$ cat src/rtl/sec_rtc_pkg.sv
package sec_rtc_pkg;

    typedef enum logic [2:0] {
        A_SEC    = 3'd0,
        A_FRAC   = 3'd1,
        A_ALMSEC = 3'd2,
        A_ALMLO  = 3'd3,
        A_CTRL   = 3'd4,
        A_STAT   = 3'd5,
        A_IEN    = 3'd6
    } reg_addr_e;

    localparam int C_RUN   = 3;
    localparam int C_SLOCK = 17;
    localparam int C_HLOCK = 18;

    localparam int S_VIOL  = 0;
    localparam int S_OVF   = 2;
    localparam int S_ALM   = 4;
    localparam int S_WERR  = 7;
    localparam int S_WDONE = 8;
    localparam int S_WIDLE = 9;
    localparam int S_BUSY  = 10;

    localparam logic [31:0] IEN_MASK = 32'h0000_0311;

    typedef struct packed {
        logic [2:0]  addr;
        logic [31:0] data;
    } wr_req_t;

    typedef struct packed {
        logic viol;
        logic ovf;
        logic alm;
        logic werr;
        logic wdone;
        logic widle;
    } flags_t;

    function automatic logic is_deferred(input logic [2:0] a);
        return a <= A_CTRL;
    endfunction

    function automatic logic [31:0] pack_status(input flags_t f, input logic busy);
        logic [31:0] s;
        s = '0;
        s[S_VIOL]  = f.viol;
        s[S_OVF]   = f.ovf;
        s[S_ALM]   = f.alm;
        s[S_WERR]  = f.werr;
        s[S_WDONE] = f.wdone;
        s[S_WIDLE] = f.widle;
        s[S_BUSY]  = busy;
        return s;
    endfunction

endpackage

$ cat src/rtl/sec_rtc_timebase.sv
module sec_rtc_timebase #(
    parameter int FRAC_W = 15
) (
    input  logic              clk,
    input  logic              rst,
    input  logic              tick_en,
    input  logic              run,
    input  logic              ld_sec,
    input  logic              ld_frac,
    input  logic [31:0]       ld_data,
    input  logic [31:0]       alm_sec,
    input  logic [FRAC_W-1:0] alm_frac,
    output logic [31:0]       sec_q,
    output logic [FRAC_W-1:0] frac_q,
    output logic              wrap_p,
    output logic              hit_p
);
    localparam logic [FRAC_W-1:0] FRAC_MAX = '1;
    localparam logic [31:0]       SEC_MAX  = '1;

    logic              adv;
    logic              carry;
    logic [FRAC_W-1:0] frac_n;
    logic [31:0]       sec_n;

    always_comb begin
        adv    = tick_en && run && !ld_sec && !ld_frac;
        carry  = (frac_q == FRAC_MAX);
        frac_n = frac_q + 1'b1;
        sec_n  = carry ? sec_q + 32'd1 : sec_q;
        wrap_p = adv && carry && (sec_q == SEC_MAX);
        hit_p  = adv && (alm_sec != SEC_MAX) && (sec_n == alm_sec) && (frac_n == alm_frac);
    end

    always_ff @(posedge clk) begin
        if (rst) begin
            sec_q  <= '0;
            frac_q <= '0;
        end else if (ld_sec) begin
            sec_q  <= ld_data;
        end else if (ld_frac) begin
            frac_q <= ld_data[FRAC_W-1:0];
        end else if (adv) begin
            sec_q  <= sec_n;
            frac_q <= frac_n;
        end
    end
endmodule

$ cat src/rtl/sec_rtc_wcommit.sv
module sec_rtc_wcommit
    import sec_rtc_pkg::*;
#(
    parameter int BUSY_TICKS = 4
) (
    input  logic    clk,
    input  logic    rst,
    input  logic    tick_en,
    input  logic    accept,
    input  wr_req_t req_in,
    output logic    busy,
    output logic    commit,
    output wr_req_t req_q
);
    localparam int CNT_W = $clog2(BUSY_TICKS + 1);
    localparam logic [CNT_W-1:0] LAST = CNT_W'(BUSY_TICKS - 1);

    logic [CNT_W-1:0] cnt;

    assign commit = busy && tick_en && (cnt == LAST);

    always_ff @(posedge clk) begin
        if (rst) begin
            busy  <= 1'b0;
            cnt   <= '0;
            req_q <= '0;
        end else if (accept && !busy) begin
            busy  <= 1'b1;
            cnt   <= '0;
            req_q <= req_in;
        end else if (busy && tick_en) begin
            if (cnt == LAST) begin
                busy <= 1'b0;
                cnt  <= '0;
            end else begin
                cnt <= cnt + 1'b1;
            end
        end
    end
endmodule

$ cat src/rtl/sec_rtc_core.sv
module sec_rtc_core
    import sec_rtc_pkg::*;
#(
    parameter int FRAC_W     = 15,
    parameter int BUSY_TICKS = 4
) (
    input  logic        clk,
    input  logic        rst,
    input  logic        tick_en,
    input  logic        viol_in,
    input  logic        wr_en,
    input  logic        rd_en,
    input  logic [2:0]  addr,
    input  logic [31:0] wdata,
    output logic [31:0] rdata,
    output logic        irq
);
    logic              ctl_run, ctl_slock, ctl_hlock, lock_any;
    logic [31:0]       alm_sec_q, alm_lo_q, ien_q;
    flags_t            flg;
    logic              busy, commit, accept, wr_err, lock_hit, deferred;
    wr_req_t           req_in, req_q;
    logic [31:0]       sec_q;
    logic [FRAC_W-1:0] frac_q;
    logic              wrap_p, hit_p;
    logic              c_sec, c_frac, c_almsec, c_almlo, c_ctrl;
    logic              stat_wr;
    logic [31:0]       stat_word, ctrl_word;

    assign lock_any = ctl_slock || ctl_hlock;
    assign deferred = wr_en && is_deferred(addr);
    assign lock_hit = lock_any && ((addr == A_SEC) || (addr == A_FRAC) ||
                      ((addr == A_CTRL) && (wdata[C_RUN] != ctl_run)));
    assign wr_err   = deferred && (busy || lock_hit);
    assign accept   = deferred && !wr_err;
    assign req_in   = '{addr: addr, data: wdata};

    sec_rtc_wcommit #(.BUSY_TICKS(BUSY_TICKS)) u_wcommit (
        .clk(clk), .rst(rst), .tick_en(tick_en), .accept(accept),
        .req_in(req_in), .busy(busy), .commit(commit), .req_q(req_q)
    );

    assign c_sec    = commit && (req_q.addr == A_SEC);
    assign c_frac   = commit && (req_q.addr == A_FRAC);
    assign c_almsec = commit && (req_q.addr == A_ALMSEC);
    assign c_almlo  = commit && (req_q.addr == A_ALMLO);
    assign c_ctrl   = commit && (req_q.addr == A_CTRL);

    sec_rtc_timebase #(.FRAC_W(FRAC_W)) u_timebase (
        .clk(clk), .rst(rst), .tick_en(tick_en), .run(ctl_run),
        .ld_sec(c_sec), .ld_frac(c_frac), .ld_data(req_q.data),
        .alm_sec(alm_sec_q), .alm_frac(alm_lo_q[FRAC_W-1:0]),
        .sec_q(sec_q), .frac_q(frac_q), .wrap_p(wrap_p), .hit_p(hit_p)
    );

    always_ff @(posedge clk) begin
        if (rst) begin
            ctl_run   <= 1'b0;
            ctl_slock <= 1'b0;
            ctl_hlock <= 1'b0;
            alm_sec_q <= '1;
            alm_lo_q  <= '0;
            ien_q     <= '0;
        end else begin
            if (c_ctrl) begin
                ctl_run   <= req_q.data[C_RUN];
                ctl_slock <= ctl_slock | req_q.data[C_SLOCK];
                ctl_hlock <= ctl_hlock | req_q.data[C_HLOCK];
            end
            if (c_almsec) alm_sec_q <= req_q.data;
            if (c_almlo)  alm_lo_q  <= req_q.data;
            if (wr_en && (addr == A_IEN)) ien_q <= wdata & IEN_MASK;
        end
    end

    assign stat_wr = wr_en && (addr == A_STAT);

    always_ff @(posedge clk) begin
        if (rst) begin
            flg <= '0;
        end else begin
            flg.viol  <= (flg.viol  && !(stat_wr && wdata[S_VIOL]))  || viol_in;
            flg.ovf   <= (flg.ovf   && !(stat_wr && wdata[S_OVF]))   || wrap_p;
            flg.alm   <= (flg.alm   && !(stat_wr && wdata[S_ALM]))   || hit_p;
            flg.werr  <= (flg.werr  && !(stat_wr && wdata[S_WERR]))  || wr_err;
            flg.wdone <= (flg.wdone && !(stat_wr && wdata[S_WDONE])) || commit;
            flg.widle <= (flg.widle && !(stat_wr && wdata[S_WIDLE])) || commit;
        end
    end

    always_comb begin
        stat_word = pack_status(flg, busy);
        ctrl_word = '0;
        ctrl_word[C_RUN]   = ctl_run;
        ctrl_word[C_SLOCK] = ctl_slock;
        ctrl_word[C_HLOCK] = ctl_hlock;
    end

    assign irq = |(stat_word & ien_q);

    always_ff @(posedge clk) begin
        if (rst) begin
            rdata <= '0;
        end else if (rd_en) begin
            case (addr)
                A_SEC:    rdata <= sec_q;
                A_FRAC:   rdata <= 32'(frac_q);
                A_ALMSEC: rdata <= alm_sec_q;
                A_ALMLO:  rdata <= alm_lo_q;
                A_CTRL:   rdata <= ctrl_word;
                A_STAT:   rdata <= stat_word;
                A_IEN:    rdata <= ien_q;
                default:  rdata <= '0;
            endcase
        end
    end
endmodule

$ cat config.mk
export PLATFORM = sky130hd
export DESIGN_NAME = sec_rtc_core
export DESIGN_NICKNAME = d
export VERILOG_FILES = /design/src/rtl/sec_rtc_pkg.sv /design/src/rtl/sec_rtc_timebase.sv /design/src/rtl/sec_rtc_wcommit.sv /design/src/rtl/sec_rtc_core.sv
export SDC_FILE = /design/constraint.sdc
export NUM_CORES = 1
export LEC_CHECK = 0
export ABC_AREA = 1
export BUFFER_PORTS_ARGS = -buffer_cell sky130_fd_sc_hd__buf_2
export CAP_MARGIN = 20
export CORE_UTILIZATION = 50
export DETAILED_ROUTE_END_ITERATION = 7
export GPL_ROUTABILITY_DRIVEN = 0
export MAX_ROUTING_LAYER = met4
export PLACE_DENSITY = 0.68
export SYNTH_ARGS = -nofsm -noshare
export SYNTH_HDL_FRONTEND = slang
export SYNTH_SLANG_ARGS = --single-unit
$ cat constraint.sdc
create_clock -name clk -period 2.6 [get_ports clk]
set_input_delay 0.13 -clock clk [delete_from_list [all_inputs] [get_ports clk]]
set_output_delay 0.13 -clock clk [all_outputs]
set_load 0.01 [all_outputs]
==> impl_metrics.yaml, run 1 <==
power:
  cellPowerDensity_nw_per_um2: 519
  power_mw: 6.26
  internal_power_mw: 4.50
  pwr-share-seq_pct: 50.0
  switching_share_pct: 28.1
  p_switching_mw: 1.76
  clkPwrFrac_pct: 43.6
  leakage_nw: 4.92
  peakVddDrop_uv: 443
  combPwrFrac_pct: 6.4
setup_path:
  crit_end: "flg[3]"
  cp-end-kind: "flop"
  reg2reg_slack_ns: 0.20
  crit_start: "u_timebase.frac_q[1]"
  r2r_end: "flg[3]"
  crit_type: "flop to flop"
  start_kind: "flop"
  critPathMaxFanout: 19
  r2r_cells: 17
  r2r-start: "u_timebase.frac_q[1]"
  crit_arrival_ns: 2.77
  crit_required_ns: 2.97
detailed_routing:
  ant_nets: 0
  dr.pass1.iters: 6
  vias: 11300
  wl_per_cell_um: 18.4
  drc: 0
  wl_mm: 35.9
  vias_per_cell: 5.77
  dr.first_iter.drc_count: 1156
layout:
  n_antenna_cell: 0
  drive_gt1_share_pct: 11.4
  syn_to_final_growth_pct: 16.1
  fill_cells: 1934
  regArea_um2: 3910
  fin_area_um2: 12000
  nNetsFinal: 1713
  final_common_cell: "nand2_1"
  multiInputGateArea_um2: 5530
  layout.cells.non_filler: 1952
  mostFrequentLayoutCells: "nand2_1, dfxtp_1, inv_1"
  utilization_pct: 59.4
floorplan:
  core_um2: 20300
  die_w_um: 146
  die_h_um: 146
  die-area_um2: 21300
  start_util_pct: 51.1
  ios: 74
  rows: 52
sta:
  finalSetupViolations: 0
  worst_pin_slew_ns: 1.02
  setup_tns_ns: 0
  period_share_pct: 92.2
  setup_ws_ns: 0.203
  max_freq_ghz: 0.417
  hold_slack_ns: 0.0168
  drv_slew: 0
  hold_viol_final: 0
  slew_headroom_pct: 31.9
  fin_crit_ns: 2.40
  rsz0062_at_grt: "false"
  clock_skew_ns: 0.0128
global_routing:
  grt_max_degree: 82
  antenna_found_initial: 0
  gr-total-overflow: 0
  grt_first_pass_wirelength_mm: 56.0
  grt.total_usage_pct: 34.8
  grt_pass1_vias: 9936
synth:
  synth.area.mux_share_pct: 0
  avgSynthCellArea_um2: 6.55
  synth_seq_area_share_pct: 37.6
  yosys.area_share.simple_pct: 30.7
  synth_cell_types: 43
  syn_nets: 1628
  yosysTopAreaCellShare_pct: 37.6
  yosys.area.top_type: "dfxtp_1"
  synth_xor_area_share_pct: 1.23
  ys.flop_type: "dfxtp_1"
  synth_seq_cells: 195
  synth_edf_count: 0
  netlist_area_um2: 10400
  synth-compound-area-share_pct: 20.4
  synth.area.top_cells: "dfxtp_1, nand2_1, inv_1, a21oi_1, o21ai_0"
  synthAdderAreaFrac_pct: 0.362
  synthCells: 1584
  synth_top_family_by_area: "simple AND/OR/NAND/NOR gates"
  synthArstFlopShare_pct: 0
  yosysWarnings: 0
clocking:
  clk_pin_slew_ns: 0.08
  cts_tree: "built"
  clock_latency_ns: 0.44
  cts_buffers: 17
  clockRootBuffer: "clkbuf_16"
  htree_levels: 4
  cts.sinks: 195
  cts_setup_buffers: 0
  clock_path_buffers: 2
job:
  cap_violations: 0
hold_path:
  hold_path_class: "input port to flop"
  hold_path_depth: 4
place:
  hpwl_mm: 25.6
  dpl.cell_count: 1900
  numPortBuffers: 73
  place_ws_ns: 0.00357
  placed_cell_area_um2: 11200
status:
  status: "finished, final reports clean"
## critical path: stages (launching register included)
cell     delay [ns]
dfxtp_1        0.42
ha_4           0.19
nand2_2        0.10
nor2_8         0.17
nand3_4        0.14
nor2_8         0.12
buf_4          0.24
nand4_1        0.14
nand2_1        0.11
nand2_1        0.06
nand2_1        0.06
nand2_1        0.05
nor2_1         0.10
buf_4          0.11
nand2_1        0.04
nor2_1         0.10
nand2_1        0.07
a21oi_2        0.10
## synth_stat cells (2+ instances only)
cell / n
nor2_8: 2
ha_1: 3
inv_2: 2
nand2_2: 4
nand3_2: 5
clkinv_1: 5
nor2_1: 93
buf_6: 3
nor3_1: 19
nand3_1: 105
a22oi_1: 4
nor2_2: 6
clkbuf_1: 60
nand3b_1: 2
inv_1: 174
o21ai_0: 106
buf_4: 2
nor2_4: 2
a221oi_1: 10
buf_2: 6
nor3_2: 2
nand4_1: 16
dfxtp_1: 195
xor2_1: 9
a31oi_1: 32
o22ai_1: 31
o31ai_1: 5
a21oi_1: 122
xnor2_1: 3
o211ai_1: 35
nand2_1: 491
o221ai_1: 16
buf_1: 4
## sequential cells by signal, summed over array words and instances (netlist names)
signal             count
u_wcommit.req_q       35
alm_lo_q              32
alm_sec_q             32
rdata                 32
u_timebase.sec_q      32
u_timebase.frac_q     15
flg                    6
ien_q                  4
u_wcommit.cnt          3
ctl_hlock              1
ctl_run                1
ctl_slock              1
u_wcommit.busy         1
## what timing repair did
item	in CTS	in global routing
hold buffers	20	0
pin swaps	0	0
endpoints found under the setup margin	1	1
gates resized for setup	1	6
hold endpoints to repair	24	0
## cells by family after synthesis
group / count (synthesis)
xor gates and xnor gates: 13
DFF: 195
adders and majority gates: 3
AOI/OAI and AO/OA: 364
buffers and inverters: 256
and+or+nand+nor: 753
## per-layer routing
layer	global-route usage, %	share of wire [%]	vias up
li1	-	-	5429
met1	50.1	46	5174
met2	48.2	42	598
met3	8.41	11	59
met4	9.43	2.0	0
met5	-	0	-
## worst min path at each step
stage,startpoint,to
after CTS,wdata[30],u_wcommit.req_q[30]
after detailed placement,viol_in,flg[5]
after floorplan,tick_en,u_wcommit.cnt[2]
after global routing,wdata[30],u_wcommit.req_q[30]
final,wdata[9],flg[0]
after global placement,viol_in,flg[5]
## power groups by stage
stage	logic, mW	clock network, mW	registers, mW
after global routing	0.435	2.84	3.14
after detailed placement	0.369	0	3.19
final	0.401	2.72	3.13
after global placement	0.365	0	3.19
after CTS	0.393	2.74	3.12
after floorplan	0.209	0	3.16
## area by class of cell
cell class                      instances  area share, %
Clock buffer                           17           3.53
Sequential cell                       195           32.4
Multi-Input combinational cell       1133           45.9
Tap cell                              270           2.80
Timing Repair Buffer                  141           8.20
Inverter                              181           5.64
Clock inverter                         15           1.52
Power figures use the tool's default switching activity.
==> run 2, diff against run 1 <==
--- a/config.mk
+++ b/config.mk
@@ -11,6 +11,7 @@
 export CORE_UTILIZATION = 50
 export DETAILED_ROUTE_END_ITERATION = 7
 export GPL_ROUTABILITY_DRIVEN = 0
+export GPL_TIMING_DRIVEN = 0
 export MAX_ROUTING_LAYER = met4
 export PLACE_DENSITY = 0.68
 export SYNTH_ARGS = -nofsm -noshare
==> impl_metrics.yaml, run 2 (synthesis gave the netlist of run 1 again) <==
setup_path:
  cp-end-kind: "flop"
  crit_required_ns: 2.98
  crit_arrival_ns: 3.07
  crit_start: "addr[2]"
  r2r_cells: 18
  r2r_end: "flg[3]"
  critPathMaxFanout: 10
  start_kind: "input port"
  r2r-start: "u_timebase.frac_q[0]"
  crit_type: "input port to flop"
  reg2reg_slack_ns: 0.12
  crit_end: "rdata[18]"
layout:
  mostFrequentLayoutCells: "nand2_1, dfxtp_1, inv_1"
  fin_area_um2: 12100
  drive_gt1_share_pct: 9.81
  final_common_cell: "nand2_1"
  largest_reg_flops: 35
  nNetsFinal: 1744
  syn_to_final_growth_pct: 16.6
  fill_cells: 1993
  n_antenna_cell: 0
  largest_register: "u_wcommit.req_q"
detailed_routing:
  ant_nets: 0
  wl_per_cell_um: 19.4
  drc: 0
  dr.pass1.iters: 5
  vias: 11400
  dr.first_iter.drc_count: 1284
  vias_per_cell: 5.76
  wl_mm: 38.4
power:
  clkPwrFrac_pct: 44.3
  cellPowerDensity_nw_per_um2: 528
  pwr-share-seq_pct: 49.3
  p_switching_mw: 1.84
  leakage_nw: 4.83
  peakVddDrop_uv: 416
  switching_share_pct: 28.9
  internal_power_mw: 4.54
  combPwrFrac_pct: 6.3
clocking:
  cts_buffers: 17
  clk_pin_slew_ns: 0.08
  clockRootBuffer: "clkbuf_16"
  clock_path_buffers: 2
  clock_latency_ns: 0.46
  cts.sinks: 195
  cts_tree: "built"
  htree_levels: 4
sta:
  slew_headroom_pct: 32.8
  setup_ws_ns: -0.0881
  drv_slew: 0
  worst_pin_slew_ns: 1.00
  max_freq_ghz: 0.372
  hold_viol_final: 0
  period_share_pct: 103
  rsz0062_at_grt: "false"
  finalSetupViolations: 2
  fin_crit_ns: 2.69
  clock_skew_ns: 0.0146
  setup_tns_ns: -0.117
place:
  numPortBuffers: 70
  placed_cell_area_um2: 11100
  hpwl_mm: 29.3
floorplan:
  die-area_um2: 21300
  core_um2: 20300
  die_w_um: 146
  die_h_um: 146
  ios: 74
  start_util_pct: 51.1
  rows: 52
hold_path:
  hold_path_class: "input port to flop"
global_routing:
  grt_pass1_vias: 10200
  gr-total-overflow: 0
  antenna_found_initial: 0
  grt_max_degree: 23
  grt.total_usage_pct: 37.2
  grt_first_pass_wirelength_mm: 58.7
status:
  status: "finished, violations left"
  violations: "negative setup slack"
job:
  cap_violations: 0
run 2: changes by cell type in the layout (fill, tap and decap cells not counted), moves of 4 or more:
cell	previous run	this run
nor2_1	90	82
buf_6	0	4
nor2_4	4	9
buf_12	5	1
buf_4	43	5
dlygate4sd3_1	20	24
clkbuf_1	0	58
run 2: metrics by stage:
stage               setup slack [ns]  hold WS, ns  util, %  total power [mW]  std cells
CTS                           0.0108      0.00136     59.0              6.34       1980
global placement              -0.324        0.340     54.5              3.57       1924
floorplan                      0.611        0.243        -              3.37       1584
finish                       -0.0881      0.00218     59.6              6.38       1983
detailed placement            -0.302        0.354     54.5              3.57       1924
global route                 0.00190      0.00611     59.6              6.53       1983
run 2: worst max-delay path: stages:
cell and delay (ns):
clkbuf_1 0.19, nor3_1 0.86, clkinv_1 0.65, clkbuf_1 0.45, o22ai_1 0.46, o21ai_0 0.16
a21oi_1 0.17
run 2: repair_timing:
action | 4_1_cts | 5_1_grt
pin swaps | 0 | 3
setup buffers | 0 | 4
endpoints found under the setup margin | 37 | 55
cloned | 0 | 0
hold buffers | 24 | 0
hold endpoints to repair | 28 | 0
gates resized for setup | 7 | 28
run 2: how the worst min path moves through the flow:
stage	to	cells after the start	start
2_1_floorplan	u_wcommit.cnt[2]	1	tick_en
3_3_place_gp	flg[5]	3	viol_in
3_5_place_dp	flg[5]	3	viol_in
4_1_cts	u_wcommit.req_q[17]	3	wdata[17]
5_1_grt	u_wcommit.req_q[17]	3	wdata[17]
6_report	u_wcommit.req_q[17]	3	wdata[17]
run 2: per-layer routing:
layer / up-vias / global-route usage, % / part of all wire, %
met3: 88 / 6.44 / 11
met5: - / - / 0
met1: 5266 / 52.5 / 44
li1: 5488 / - / -
met2: 581 / 53.5 / 42
met4: 0 / 11.9 / 3.1
run 2: power groups by stage:
stage	Sequential [mW]	Clock, mW	Combinational (mW)
floorplan	3.16	0	0.209
global placement	3.21	0	0.359
detailed placement	3.21	0	0.364
CTS	3.14	2.81	0.393
global route	3.15	2.94	0.438
finish	3.15	2.83	0.405
run 2: final cells by class:
type	instances	area, µm²	share of cell area, %
multi-input combinational	1133	5570	46.1
sequential	195	3910	32.3
inverter	181	683	5.65
timing repair buffer	98	633	5.23
clock buffer	18	439	3.63
tap	270	338	2.79
buffer	74	324	2.68
clock inverter	14	195	1.61
